$ cat src/rtl/sor_pkg.sv
package sor_pkg;
    typedef enum logic [1:0] {
        M_BOOT = 2'd0,
        M_SAFE = 2'd1,
        M_CTRL = 2'd2,
        M_MAN  = 2'd3
    } sor_mode_e;

    localparam logic [2:0] OP_RUN_CTRL = 3'd1;
    localparam logic [2:0] OP_RUN_MAN  = 3'd2;
    localparam logic [2:0] OP_GO_SAFE  = 3'd3;
    localparam logic [2:0] OP_STOP_CTL = 3'd4;
    localparam logic [2:0] OP_STOP_MAN = 3'd5;
    localparam logic [2:0] OP_EXIT     = 3'd6;

    function automatic logic op_is_stop(input logic [2:0] op);
        return (op == OP_GO_SAFE) || (op == OP_STOP_CTL) ||
               (op == OP_STOP_MAN) || (op == OP_EXIT);
    endfunction
endpackage

$ cat src/rtl/sor_watchdog.sv
module sor_watchdog #(
    parameter int TW = 32
) (
    input  logic          clk,
    input  logic          rst_n,
    input  logic          pet_lvl,
    input  logic [TW-1:0] limit,
    input  logic          sticky_clr,
    output logic          armed,
    output logic          expire,
    output logic          reboot_req,
    output logic          reboot_sticky
);
    logic          pet_q;
    logic          pet_pulse;
    logic [TW-1:0] cnt;
    logic [TW-1:0] lim_m1;

    assign lim_m1    = (limit == '0) ? '0 : limit - TW'(1);
    assign pet_pulse = pet_lvl & ~pet_q;
    assign expire    = armed & ~pet_pulse & (cnt >= lim_m1);

    always_ff @(posedge clk) begin
        if (!rst_n) begin
            pet_q         <= 1'b1;
            cnt           <= '0;
            armed         <= 1'b0;
            reboot_req    <= 1'b0;
            reboot_sticky <= 1'b0;
        end else begin
            pet_q      <= pet_lvl;
            reboot_req <= expire;
            if (pet_pulse) begin
                cnt   <= '0;
                armed <= 1'b1;
            end else if (expire) begin
                cnt   <= '0;
                armed <= 1'b0;
            end else if (armed) begin
                cnt <= cnt + TW'(1);
            end
            if (expire)
                reboot_sticky <= 1'b1;
            else if (sticky_clr)
                reboot_sticky <= 1'b0;
        end
    end

    // reboot request lasts one cycle and always leaves the sticky flag set
    a_r4_reboot_single: assert property (@(posedge clk) disable iff (!rst_n)
        reboot_req |=> !reboot_req);
    a_r4_sticky_set: assert property (@(posedge clk) disable iff (!rst_n)
        reboot_req |-> reboot_sticky);
    // a pet level held high cannot re-arm a disarmed watchdog
    a_r3_stuck_pet: assert property (@(posedge clk) disable iff (!rst_n)
        (pet_lvl && pet_q && !armed) |=> !armed);
endmodule

$ cat src/rtl/sor_tick_timer.sv
module sor_tick_timer #(
    parameter int TW = 32
) (
    input  logic          clk,
    input  logic          rst_n,
    input  logic          enable,
    input  logic [TW-1:0] period,
    output logic          tick
);
    logic [TW-1:0] cnt;
    logic [TW-1:0] per_m1;

    assign per_m1 = (period == '0) ? '0 : period - TW'(1);
    assign tick   = enable & (cnt >= per_m1);

    always_ff @(posedge clk) begin
        if (!rst_n)
            cnt <= '0;
        else if (!enable || tick)
            cnt <= '0;
        else
            cnt <= cnt + TW'(1);
    end

    // the first cycle of a run never ticks when the period exceeds one
    a_r8_no_tick_on_entry: assert property (@(posedge clk) disable iff (!rst_n)
        (enable && !$past(enable) && period > TW'(1)) |-> !tick);
endmodule

$ cat src/rtl/sor_mode_fsm.sv
module sor_mode_fsm
    import sor_pkg::*;
(
    input  logic       clk,
    input  logic       rst_n,
    input  logic       cmd_valid,
    input  logic [2:0] cmd_op,
    input  logic       fault,
    input  logic       wdt_expire,
    input  logic       wdt_armed,
    output sor_mode_e  state,
    output logic       running,
    output logic       ctrl_sel
);
    sor_mode_e state_n;
    logic      want_ctrl;
    logic      want_man;
    logic      want_stop;

    assign want_ctrl = cmd_valid && (cmd_op == OP_RUN_CTRL);
    assign want_man  = cmd_valid && (cmd_op == OP_RUN_MAN);
    assign want_stop = cmd_valid && op_is_stop(cmd_op);

    always_ff @(posedge clk) begin
        if (!rst_n)
            state <= M_BOOT;
        else
            state <= state_n;
    end

    always_comb begin
        state_n = state;
        unique case (state)
            M_BOOT, M_SAFE: begin
                if (wdt_armed && !fault && !wdt_expire) begin
                    if (want_ctrl)
                        state_n = M_CTRL;
                    else if (want_man)
                        state_n = M_MAN;
                end
            end
            M_CTRL: begin
                if (wdt_expire || fault || want_stop)
                    state_n = M_SAFE;
                else if (want_man)
                    state_n = M_MAN;
            end
            M_MAN: begin
                if (wdt_expire || fault || want_stop)
                    state_n = M_SAFE;
                else if (want_ctrl)
                    state_n = M_CTRL;
            end
            default: state_n = M_SAFE;
        endcase
    end

    always_comb begin
        running  = (state == M_CTRL) || (state == M_MAN);
        ctrl_sel = (state == M_CTRL);
    end

    // watchdog expiry ends a run
    a_r4_expire_to_safe: assert property (@(posedge clk) disable iff (!rst_n)
        (wdt_expire && running) |=> (state == M_SAFE));
    // a fault flag never leaves the block running on the next cycle
    a_r6_fault_safe: assert property (@(posedge clk) disable iff (!rst_n)
        fault |=> !running);
    // entering a run requires an armed watchdog
    a_r5_entry_armed: assert property (@(posedge clk) disable iff (!rst_n)
        (running && !$past(running)) |-> $past(wdt_armed));
    // stop-type commands end a run
    a_r7_stop_cmd: assert property (@(posedge clk) disable iff (!rst_n)
        (want_stop && running) |=> (state == M_SAFE));
endmodule

$ cat src/rtl/sor_chan_bank.sv
module sor_chan_bank #(
    parameter int NCH = 4,
    parameter int DW  = 16,
    parameter int SW  = 2
) (
    input  logic              clk,
    input  logic              rst_n,
    input  logic              safe_wr,
    input  logic [SW-1:0]     safe_sel,
    input  logic [DW-1:0]     safe_data,
    input  logic              sp_wr,
    input  logic [SW-1:0]     sp_sel,
    input  logic [DW-1:0]     sp_data,
    input  logic              man_wr,
    input  logic [SW-1:0]     man_sel,
    input  logic [DW-1:0]     man_data,
    input  logic [NCH*DW-1:0] law_in,
    input  logic              running,
    input  logic              ctrl_sel,
    input  logic              tick,
    output logic [NCH*DW-1:0] sp_active,
    output logic [NCH*DW-1:0] ao_data,
    output logic              ao_strobe
);
    logic [DW-1:0] safe_q [NCH];
    logic [DW-1:0] man_q  [NCH];
    logic [DW-1:0] sp_q   [NCH];
    logic [DW-1:0] spa_q  [NCH];
    logic [DW-1:0] run_q  [NCH];

    for (genvar k = 0; k < NCH; k++) begin : g_ch
        always_ff @(posedge clk) begin
            if (!rst_n) begin
                safe_q[k] <= '0;
                man_q[k]  <= '0;
                sp_q[k]   <= '0;
                spa_q[k]  <= '0;
                run_q[k]  <= '0;
            end else begin
                if (safe_wr && safe_sel == SW'(k))
                    safe_q[k] <= safe_data;
                if (man_wr && man_sel == SW'(k))
                    man_q[k] <= man_data;
                if (sp_wr && sp_sel == SW'(k))
                    sp_q[k] <= sp_data;
                if (tick)
                    spa_q[k] <= sp_q[k];
                if (!running)
                    run_q[k] <= safe_q[k];
                else if (tick)
                    run_q[k] <= ctrl_sel ? law_in[k*DW +: DW] : man_q[k];
            end
        end
        assign ao_data[k*DW +: DW]   = running ? run_q[k] : safe_q[k];
        assign sp_active[k*DW +: DW] = spa_q[k];
    end

    always_ff @(posedge clk) begin
        if (!rst_n)
            ao_strobe <= 1'b0;
        else
            ao_strobe <= tick;
    end

    // while running, outputs move only on a tick strobe
    a_r9_hold_between_ticks: assert property (@(posedge clk) disable iff (!rst_n)
        (running && $past(running) && !ao_strobe) |-> $stable(ao_data));
    // a closed-loop tick lands the law results on the outputs
    a_r10_law_capture: assert property (@(posedge clk) disable iff (!rst_n)
        (ao_strobe && running && $past(running) && $past(ctrl_sel)) |-> (ao_data == $past(law_in)));
endmodule

$ cat src/rtl/safe_out_ctrl.sv
module safe_out_ctrl
    import sor_pkg::*;
#(
    parameter int NCH = 4,
    parameter int DW  = 16,
    parameter int TW  = 32,
    localparam int SW = $clog2(NCH)
) (
    input  logic              clk,
    input  logic              rst_n,
    input  logic              host_pet,
    input  logic [TW-1:0]     wdt_limit,
    input  logic [TW-1:0]     tick_period,
    input  logic              cmd_valid,
    input  logic [2:0]        cmd_op,
    input  logic              host_err_crit,
    input  logic              host_err_minor,
    input  logic              io_err,
    input  logic              safe_wr,
    input  logic [SW-1:0]     safe_sel,
    input  logic [DW-1:0]     safe_data,
    input  logic              sp_wr,
    input  logic [SW-1:0]     sp_sel,
    input  logic [DW-1:0]     sp_data,
    input  logic              man_wr,
    input  logic [SW-1:0]     man_sel,
    input  logic [DW-1:0]     man_data,
    input  logic [NCH*DW-1:0] law_in,
    input  logic              sticky_clr,
    output logic [NCH*DW-1:0] sp_active,
    output logic [NCH*DW-1:0] ao_data,
    output logic              ao_strobe,
    output logic [1:0]        mode,
    output logic              wdt_armed,
    output logic              reboot_req,
    output logic              reboot_sticky
);
    logic      fault;
    logic      wdt_expire;
    logic      running;
    logic      ctrl_sel;
    logic      tick;
    sor_mode_e state;

    assign fault = io_err | host_err_crit | host_err_minor;
    assign mode  = state;

    sor_watchdog #(.TW(TW)) u_wdt (
        .clk           (clk),
        .rst_n         (rst_n),
        .pet_lvl       (host_pet),
        .limit         (wdt_limit),
        .sticky_clr    (sticky_clr),
        .armed         (wdt_armed),
        .expire        (wdt_expire),
        .reboot_req    (reboot_req),
        .reboot_sticky (reboot_sticky)
    );

    sor_mode_fsm u_fsm (
        .clk        (clk),
        .rst_n      (rst_n),
        .cmd_valid  (cmd_valid),
        .cmd_op     (cmd_op),
        .fault      (fault),
        .wdt_expire (wdt_expire),
        .wdt_armed  (wdt_armed),
        .state      (state),
        .running    (running),
        .ctrl_sel   (ctrl_sel)
    );

    sor_tick_timer #(.TW(TW)) u_tick (
        .clk    (clk),
        .rst_n  (rst_n),
        .enable (running),
        .period (tick_period),
        .tick   (tick)
    );

    sor_chan_bank #(.NCH(NCH), .DW(DW), .SW(SW)) u_bank (
        .clk       (clk),
        .rst_n     (rst_n),
        .safe_wr   (safe_wr),
        .safe_sel  (safe_sel),
        .safe_data (safe_data),
        .sp_wr     (sp_wr),
        .sp_sel    (sp_sel),
        .sp_data   (sp_data),
        .man_wr    (man_wr),
        .man_sel   (man_sel),
        .man_data  (man_data),
        .law_in    (law_in),
        .running   (running),
        .ctrl_sel  (ctrl_sel),
        .tick      (tick),
        .sp_active (sp_active),
        .ao_data   (ao_data),
        .ao_strobe (ao_strobe)
    );

    // the reboot request is never raised while the watchdog is armed
    a_r1_reboot_disarmed: assert property (@(posedge clk) disable iff (!rst_n)
        reboot_req |-> !wdt_armed || $past(host_pet) == 1'b0);
endmodule

$ cat config.mk
export PLATFORM = sky130hd
export DESIGN_NAME = safe_out_ctrl
export DESIGN_NICKNAME = d
export VERILOG_FILES = /design/src/rtl/sor_pkg.sv /design/src/rtl/sor_watchdog.sv /design/src/rtl/sor_tick_timer.sv /design/src/rtl/sor_mode_fsm.sv /design/src/rtl/sor_chan_bank.sv /design/src/rtl/safe_out_ctrl.sv
export SDC_FILE = /design/constraint.sdc
export NUM_CORES = 1
export LEC_CHECK = 0
export BUFFER_PORTS_ARGS = -buffer_cell sky130_fd_sc_hd__buf_2
export CAP_MARGIN = 20
export CORE_ASPECT_RATIO = 0.75
export CORE_MARGIN = 5
export CORE_UTILIZATION = 35
export DETAILED_ROUTE_END_ITERATION = 10
export PLACE_DENSITY_LB_ADDON = 0.05
export SETUP_SLACK_MARGIN = 0.3
export SYNTH_ARGS = -nofsm -noshare
export SYNTH_HDL_FRONTEND = slang
export SYNTH_SLANG_ARGS = --single-unit
$ cat constraint.sdc
create_clock -name clk -period 12.5 [get_ports clk]
set_input_delay 1.25 -clock clk [delete_from_list [all_inputs] [get_ports clk]]
set_output_delay 1.25 -clock clk [all_outputs]
set_load 0.005 [all_outputs]
* Word level (Yosys, flattened, before mapping)
Memories as Yosys holds them, arrays and structs flattened. Cells that the tools add are included.
Storage, ports and cells: bits in writable memories 320, register bits after elaboration 71, output and inout port bits 134, memories 5
Memory list:
- u_bank.man_q | depth 4, bits a word 16, rd ports 4, clocked after memory_dff 0, wr ports 4, RTL line sor_chan_bank.sv:26 | logic [DW-1:0] man_q [NCH];
- u_bank.run_q | depth 4, bits a word 16, rd ports 4, clocked after memory_dff 0, wr ports 4, RTL line sor_chan_bank.sv:29 | logic [DW-1:0] run_q [NCH];
- u_bank.safe_q | depth 4, bits a word 16, rd ports 4, clocked after memory_dff 0, wr ports 4, RTL line sor_chan_bank.sv:25 | logic [DW-1:0] safe_q [NCH];
- u_bank.sp_q | depth 4, bits a word 16, rd ports 4, clocked after memory_dff 0, wr ports 4, RTL line sor_chan_bank.sv:27 | logic [DW-1:0] sp_q [NCH];
- u_bank.spa_q | depth 4, bits a word 16, rd ports 4, clocked after memory_dff 0, wr ports 4, RTL line sor_chan_bank.sv:28 | logic [DW-1:0] spa_q [NCH];
Operators by class: bitwise logic cells 33, magnitude comparators 2, $add $sub $neg 4, reduce and logical (&&, ||, !) cells 39, equal/unequal tests 20, mux-type cells 91
Operators with widths (count):
- $mux 16 | 32
- $add 32x1->32 const B | 2
- $ge 32x32->1 | 2
- $logic_not 32->1 | 2
- $mux 32 | 2
- $sub 32x1->32 const B | 2
- $mux 1 | 50
- $or 1x1->1 | 26
- $logic_and 1x1->1 | 17
- $eq 2x2->1 const B | 8
- $mux 2 | 6
- $eq 3x3->1 const B | 3
- $eq 2x1->1 const B | 4
- $logic_not 2->1 | 4
- $logic_or 1x1->1 | 7
- $eq 3x2->1 const B | 2
- $pmux 2 s3 | 1
- $and 1x1->1 | 4
- $reduce_bool 2->1 | 2
- $reduce_or 2->1 | 2
- $eq 3x1->1 const B | 1
- $logic_not 1->1 | 3
- $ne 3x1->1 const B | 1
- $not 1->1 | 3
- 3 further kinds | 3

* Logic depth before layout (Yosys ltp)
Gate-level depths: netlist (run 1).
word-level depth 9, mapped depth 20

* Cells and area by module
Synthesis (run 1) repeated with hierarchy kept, for this count alone.
Unflattened totals: cells, all modules 1717, area total of the unflattened synthesis 20221.9 µm²
By module, submodules not included:
- sor_chan_bank | area an instance 14036.0 µm², times used 1, cells an instance 924, seq. area each 9629.2 µm²
- sor_tick_timer | area an instance 2980.4 µm², times used 1, cells an instance 382, seq. area each 640.6 µm²
- sor_watchdog | area an instance 2954.1 µm², times used 1, cells an instance 380, seq. area each 720.7 µm²
- sor_mode_fsm | area an instance 245.2 µm², times used 1, cells an instance 30, seq. area each 40.0 µm²
- safe_out_ctrl | area an instance 6.3 µm², times used 1, cells an instance 1, seq. area each 0.0 µm²

* Worst setup path before layout (run 1)
OpenSTA, ideal clock, no wires.
path type input port to flip-flop, start point input port tick_period[9], end point memory u_bank.spa_q[0][0] (enable), path buffers 1, setup time 575 ps, stages 15, data arrival time 8796 ps, setup slack 3130 ps, data required time 11925 ps, cell sequence or4_4 > nor3_4 > nand4_2 > or4_4 > and2b_1 > nor2_1 > ha_1 > nand2b_1 > a21o_1 > a211oi_1 > o311ai_0 > a211oi_1 > o21a_1 > clkbuf_1 > o21ai_0
RTL lines:
- start, declared | RTL line safe_out_ctrl.sv:13 | input logic [TW-1:0] tick_period,
- end, declared | RTL line sor_chan_bank.sv:28

==> Flow_metrics.wiki, run 1 <==
{| class="wikitable"
! Metric !! Value
|-
| Run status || finished, final reports clean
|-
| Root Driver || clkbuf_16
|-
| Die span in y || 216 microns
|-
| Syn. warnings || 0
|-
| Count of endpoints failing hold in the final timing report || 0
|-
| Register area share after synthesis || 0.556
|-
| Total DRC errors in the routed layout || 0
|-
| Count of hold-fix buffers inserted at cts || 0
|-
| Number of DRC markers in iteration 0 || 982
|-
| Clk pin slew, worst setup/hold paths || 0.06 ns
|-
| Total routed wirelength || 63500 microns
|-
| Async SR Flop Fraction || 0
|-
| Sequence of cells on the critical path || buf_2, or4_4, nor3_4, nand4_2, or4_4, and2b_1, nor2_1, ha_1, nand2b_1, a21o_1, a211oi_1, o311ai_0, a211oi_1, o21ai_4, buf_4, buf_4, and3_1
|-
| Share of post-route cells with drive strength above 1 || 0.247
|-
| Slew @ Worst Pin || 1.06 ns
|-
| Crit. End Element || flip-flop
|-
| Time the final worst path needs with I/O delays and setup || 6.24 ns
|-
| Crit path max fanout || 70
|-
| Gate count after technology mapping || 1707
|-
| Vias || 14300
|-
| Global-route wire length before repair || 93500 microns
|-
| #FFs+latches synth || 391
|-
| Post-synth top area share || 0.485
|-
| Post-route antenna net violation count || 0
|-
| Dominant register cell in the synthesized netlist || edfxtp_1
|-
| Die span in x || 285 microns
|-
| Core footprint || 0.0560 sq mm
|-
| Setup tns final || 0 ns
|-
| Most frequent standard cell in the layout excluding fill and tap cells || buf_2
|-
| Avg Inst Size Synth || 11.6 sq um
|-
| Leakage power || 0.00958 uW
|-
| Most frequent cells in the layout || buf_2, edfxtp_1, and2_1, nor2_1, nand2_1
|-
| Max-cap violations || 0
|-
| Starting density of the core || 0.354
|-
| H-tree levels || 2
|-
| Number of distinct library cells after synthesis || 63
|-
| Worst setup path class || in2reg
|-
| Number of rows in the core area || 75
|-
| Number of fillers in the final layout || 5345
|-
| Number of buffers on the longest clock path || 3
|-
| Clock Sinks || 391
|-
| Required time at the worst-slack endpoint || 12.95 ns
|-
| Largest voltage drop on the vdd net || 85.9 uV
|-
| Total Nets Final || 2283
|-
| Vias per Instance || 5.13
|-
| Total track usage || 0.200
|-
| Most area-hungry cell type in the Yosys netlist || edfxtp_1
|-
| Number of top-level pins || 330
|-
| Slew HR || 0.288
|-
| Path category of the worst min-delay check || reg2reg
|-
| Worst clock skew || 0.0377 ns
|-
| CP max stage delay || 0.67 ns
|-
| Cell with the biggest individual delay on the critical path || buf_4
|-
| Combined area of all synthesized cells || 0.0198 sq mm
|-
| Clock latency on the worst-skew pair || 0.59 ns
|-
| Setup repair after global routing missed its margin || false
|-
| TritonCTS clock tree || done
|-
| Die Area || 0.0616 sq mm
|-
| Number of buffers inserted during clock tree synthesis || 44
|-
| Number of optimization iterations in the first detailed-route pass || 5
|-
| Pins over their slew limit || 0
|-
| Final number of setup-violating endpoints || 0
|-
| Number of antenna violations at the first check in global routing || 19
|-
| Ranking of synthesized cells by area || edfxtp_1, dfxtp_1, and2_1
|-
| Congestion Overflow GR || 0
|-
| Portion of the clock cycle consumed by the worst path in the final layout || 0.499
|-
| Global placement routability congestion || 0.803
|-
| Signal arrival time at the worst endpoint || 6.69 ns
|-
| Kind of launch point of the worst setup path || input port
|-
| Post CTS Setup Buffer Count || 0
|-
| Cell Pwr Density || 129 mW/mm^2
|-
| Port Buf Inserts || 329
|-
| Maximum number of pins on one net before global-route repair || 76
|-
| DR WL/cell || 22.8 microns
|-
| Detailed Place HPWL || 44200 microns
|-
| Post-cts resize count || 0
|-
| Achievable frequency || 160 MHz
|-
| Signed area change from the synthesized netlist to the final layout || 19.8%
|-
| Via count of the first global-routing pass || 14300
|-
| Number of enable-type register cells in the synthesized netlist || 320
|-
| Final worst-path setup slack || 6.26 ns
|-
| Post-synthesis net count || 1972
|-
| Worst setup timing slack at the placement stage || 5.76 ns
|}
## cell families after synthesis
group | synth area share
muxes | 0.0702
and+or+nand+nor | 0.199
DFF | 0.556
AOI/OAI and AO/OA | 0.0572
xor gates and xnor gates | 0.0517
adders and majority gates | 0.0435
buffers and inverters | 0.0218
## final timing paths
| kind | startpoint | endpoint | slack [ns] | cells after the start |
|---|---|---|---|---|
| max | tick_period[9] | u_bank.spa_q[1][5] | 6.26 | 17 |
| min | u_bank.sp_q[1][4] | u_bank.spa_q[1][4] | 0.53 | 1 |
| max reg2reg | u_tick.cnt[0] | u_bank.spa_q[1][5] | 8.39 | 11 |
| min reg2reg | u_bank.sp_q[1][4] | u_bank.spa_q[1][4] | 0.53 | 1 |
## synthesized netlist by cell type (23+ instances only)
master and number:
edfxtp_1 320, xor2_1 64, clkbuf_1 81, mux2_2 65, mux2i_1 66, ha_1 69
nor2_1 147, nand2_1 135, xnor2_1 53, a32o_1 46, and3_1 74, and2_1 194
nand3_1 35, o21ai_0 23, nor3_1 51, dfxtp_1 71
## area by class of cell
class	instances	area (sq um)	share of cell area
multi-input combinational	1208	8430	0.355
tap	731	915	0.0385
clock buffer	52	1130	0.0476
sequential	391	11000	0.465
timing repair buffer	352	1840	0.0774
clock inverter	24	318	0.0134
inverter	21	78.8	0.00332
antenna	4	10.0	0.000421
## metal layers
layer,wire (microns),global-route usage,vias up
li1,-,-,6832
met1,29100,0.283,6991
met2,29600,0.323,397
met3,3690,0.0350,67
met4,1110,0.0435,0
met5,0,0,-
## worst max-delay path, delay by kind of cell
kind            cells  cell delay, ns
buf+inv             3            1.44
compound gates      5            1.42
fa+ha+maj           1            0.26
simple gates        8            2.22
## power by group
part | internal, uW | total, uW | leakage (uW) | switching (uW)
Clock | 774 | 1320 | 0.000696 | 550
Combinational | 91.7 | 233 | 0.00502 | 141
Sequential | 1480 | 1500 | 0.00387 | 22.0
## registers in the layout (all words and copies together) (netlist names), 2 cells and up
signal         count
u_tick.cnt        32
u_bank.run_q      64
u_bank.spa_q      64
u_wdt.cnt         32
u_bank.safe_q     64
u_bank.sp_q       64
u_fsm.state        2
u_bank.man_q      64
## metrics by stage
step,hold WS [ns],area [sq um],instances,utilization,total power (uW)
floorplan,0.466,19800,1707,-,1620
global placement,0.509,22300,2700,0.397,1760
detailed placement,0.527,22300,2700,0.397,1760
CTS,0.536,23700,2776,0.423,3100
global route,0.541,23800,2780,0.424,3180
finish,0.534,23800,2783,0.424,3060
(Power assumes the default switching activity.)
==> run 2: changes to the inputs <==
==> constraint.sdc (replaced) <==
create_clock -name clk -period 5.38 [get_ports clk]
set_input_delay 0.538 -clock clk [delete_from_list [all_inputs] [get_ports clk]]
set_output_delay 0.538 -clock clk [all_outputs]
set_load 0.005 [all_outputs]
==> run 2 against run 1 <==
  * Register-to-register slack lost 6.3 ns
  * Routed wire length grew 0.54%
  * Hold slack lost 0.31 ns
  * Critical path type unchanged
  * Critical endpoint is now u_bank.spa_q[1][6]
  * Largest cell class unchanged
  * Largest power group unchanged
==> Flow_metrics.wiki, run 2 (synthesis results as in run 1) <==
{| class="wikitable"
! Metric !! Value
|-
| Run status || finished, final reports clean
|-
| Achievable frequency || 221 MHz
|-
| Global-route wire length before repair || 94100 microns
|-
| Leakage power || 0.00963 uW
|-
| Signed area change from the synthesized netlist to the final layout || 20.2%
|-
| Die span in x || 285 microns
|-
| H-tree levels || 2
|-
| Post-cts resize count || 0
|-
| Number of buffers on the longest clock path || 3
|-
| Most frequent cells in the layout || buf_2, edfxtp_1, and2_1, nor2_1, nand2_1
|-
| Worst reg2reg path startpoint || u_fsm.state[1]
|-
| Starting density of the core || 0.354
|-
| Maximum number of pins on one net before global-route repair || 84
|-
| Post-route non-filler standard cell count || 2795
|-
| Number of DRC markers in iteration 0 || 853
|-
| Total routed wirelength || 63900 microns
|-
| Net Sw Frac || 0.236
|-
| Via count of the first global-routing pass || 14500
|-
| Largest voltage drop on the vdd net || 231 uV
|-
| Number of rows in the core area || 75
|-
| TritonCTS clock tree || done
|-
| Clock Sinks || 391
|-
| Vias || 14400
|-
| Die span in y || 216 microns
|-
| Port Buf Inserts || 329
|-
| Crit. End Element || flip-flop
|-
| Post-route antenna net violation count || 0
|-
| Required time at the worst-slack endpoint || 5.63 ns
|-
| Cell Pwr Density || 296 mW/mm^2
|-
| Internal portion of total power || 5380 uW
|-
| Number of antenna violations at the first check in global routing || 13
|-
| Slew HR || 0.300
|-
| Number of instances in the placed design || 2709
|-
| Kind of launch point of the worst setup path || input port
|-
| Fraction of the core area covered by cells at the end of the flow || 0.425
|-
| Congestion Overflow GR || 0
|-
| Stages on the worst setup path || 17
|-
| Post-route design area || 0.0238 sq mm
|-
| Dominant delay contributor by cell family on the critical path || simple AND/OR/NAND/NOR gates
|-
| CP max stage delay || 0.55 ns
|-
| Share of total power in sequential cells || 0.494
|-
| Setup tns final || 0 ns
|-
| Clk pin slew, worst setup/hold paths || 0.06 ns
|-
| Share of power burned in combinational logic || 0.076
|-
| Number of buffers inserted during clock tree synthesis || 45
|-
| Worst setup path class || in2reg
|-
| Detailed Place HPWL || 44700 microns
|-
| Die Area || 0.0616 sq mm
|-
| DR WL/cell || 22.9 microns
|-
| Portion of the clock cycle consumed by the worst path in the final layout || 0.842
|-
| Root Driver || clkbuf_16
|-
| Number of top-level pins || 330
|-
| Length in cells of the worst reg-to-reg path || 6
|-
| Core footprint || 0.0560 sq mm
|-
| Time the final worst path needs with I/O delays and setup || 4.53 ns
|-
| Crit path from || tick_period[15]
|-
| Worst clock skew || 0.0474 ns
|-
| Clock latency on the worst-skew pair || 0.59 ns
|-
| Net switching power || 1670 uW
|-
| Total Nets Final || 2292
|-
| Clock network fraction of total power || 0.430
|-
| Slew @ Worst Pin || 1.05 ns
|-
| Path category of the worst min-delay check || in2reg
|-
| Critical path capture point || u_bank.spa_q[1][6]
|-
| Pins over their slew limit || 0
|-
| Post CTS Setup Buffer Count || 0
|-
| Vias per Instance || 5.16
|-
| Count of endpoints failing hold in the final timing report || 0
|-
| Cell with the biggest individual delay on the critical path || or4_4
|-
| Share of post-route cells with drive strength above 1 || 0.251
|-
| DP Area || 0.0224 sq mm
|-
| Max-cap violations || 0
|-
| Sequence of cells on the critical path || buf_2, or4_4, nor3_2, nand4_2, or4_4, and2b_1, nor2_1, ha_1, nand2b_1, a21o_1, a211oi_1, o311ai_0, a211oi_1, buf_4, o21a_1, o21ai_4, buf_12
|-
| Most frequent standard cell in the layout excluding fill and tap cells || buf_2
|-
| CP bufs+invs || 3
|-
| Total DRC errors in the routed layout || 0
|-
| Global placement routability congestion || 0.801
|-
| Count of hold-fix buffers inserted at cts || 0
|-
| Endpoint of the worst-slack reg-to-reg timing path || u_bank.run_q[1][4]
|-
| Number of optimization iterations in the first detailed-route pass || 6
|-
| Crit path max fanout || 51
|-
| Register-to-register setup slack || 2.07 ns
|-
| Signal arrival time at the worst endpoint || 4.78 ns
|-
| Final number of setup-violating endpoints || 0
|-
| Setup repair after global routing missed its margin || false
|-
| Total track usage || 0.201
|}
==> run 2: how the worst min path moves through the flow <==
stage	from	end	slack, ns	cells after the start
CTS	sticky_clr	u_wdt.reboot_sticky	0.20	3
global route	sticky_clr	u_wdt.reboot_sticky	0.22	3
detailed placement	u_wdt.reboot_sticky	u_wdt.reboot_sticky	0.47	2
global placement	u_wdt.reboot_sticky	u_wdt.reboot_sticky	0.47	2
finish	host_pet	u_wdt.pet_q	0.23	2
floorplan	u_wdt.reboot_sticky	u_wdt.reboot_sticky	0.47	2
==> run 2: area by class of cell <==
class	count	area [sq um]
inverters	21	78.8
repair buffers	360	1930
multi-input cells	1208	8430
fillers	5388	32200
clock inverters	21	218
diodes	4	10.0
clock buffers	59	1210
well taps	731	915
flip-flops and latches	391	11000
==> run 2: stage by stage <==
stage | setup WS, ns | total power, uW | hold WS [ns]
finish | 0.850 | 7050 | 0.226
detailed placement | 0.247 | 4090 | 0.469
CTS | 0.834 | 7150 | 0.199
floorplan | 0.308 | 3770 | 0.466
global route | 0.512 | 7320 | 0.219
global placement | 0.244 | 4080 | 0.467
==> run 2: power groups by stage <==
stage,clock network [uW],registers (uW),logic (uW)
4_1_cts,3110,3490,547
2_1_floorplan,0,3530,236
6_report,3030,3490,535
3_5_place_dp,0,3550,544
3_3_place_gp,0,3550,537
5_1_grt,3230,3500,588
==> run 2: layer usage <==
layer | up-vias | track usage | routed length [microns]
li1 | 6865 | - | -
met1 | 7119 | 0.281 | 29200
met2 | 365 | 0.320 | 29400
met3 | 72 | 0.0463 | 4210
met4 | 6 | 0.0444 | 1070
met5 | - | 0 | 39
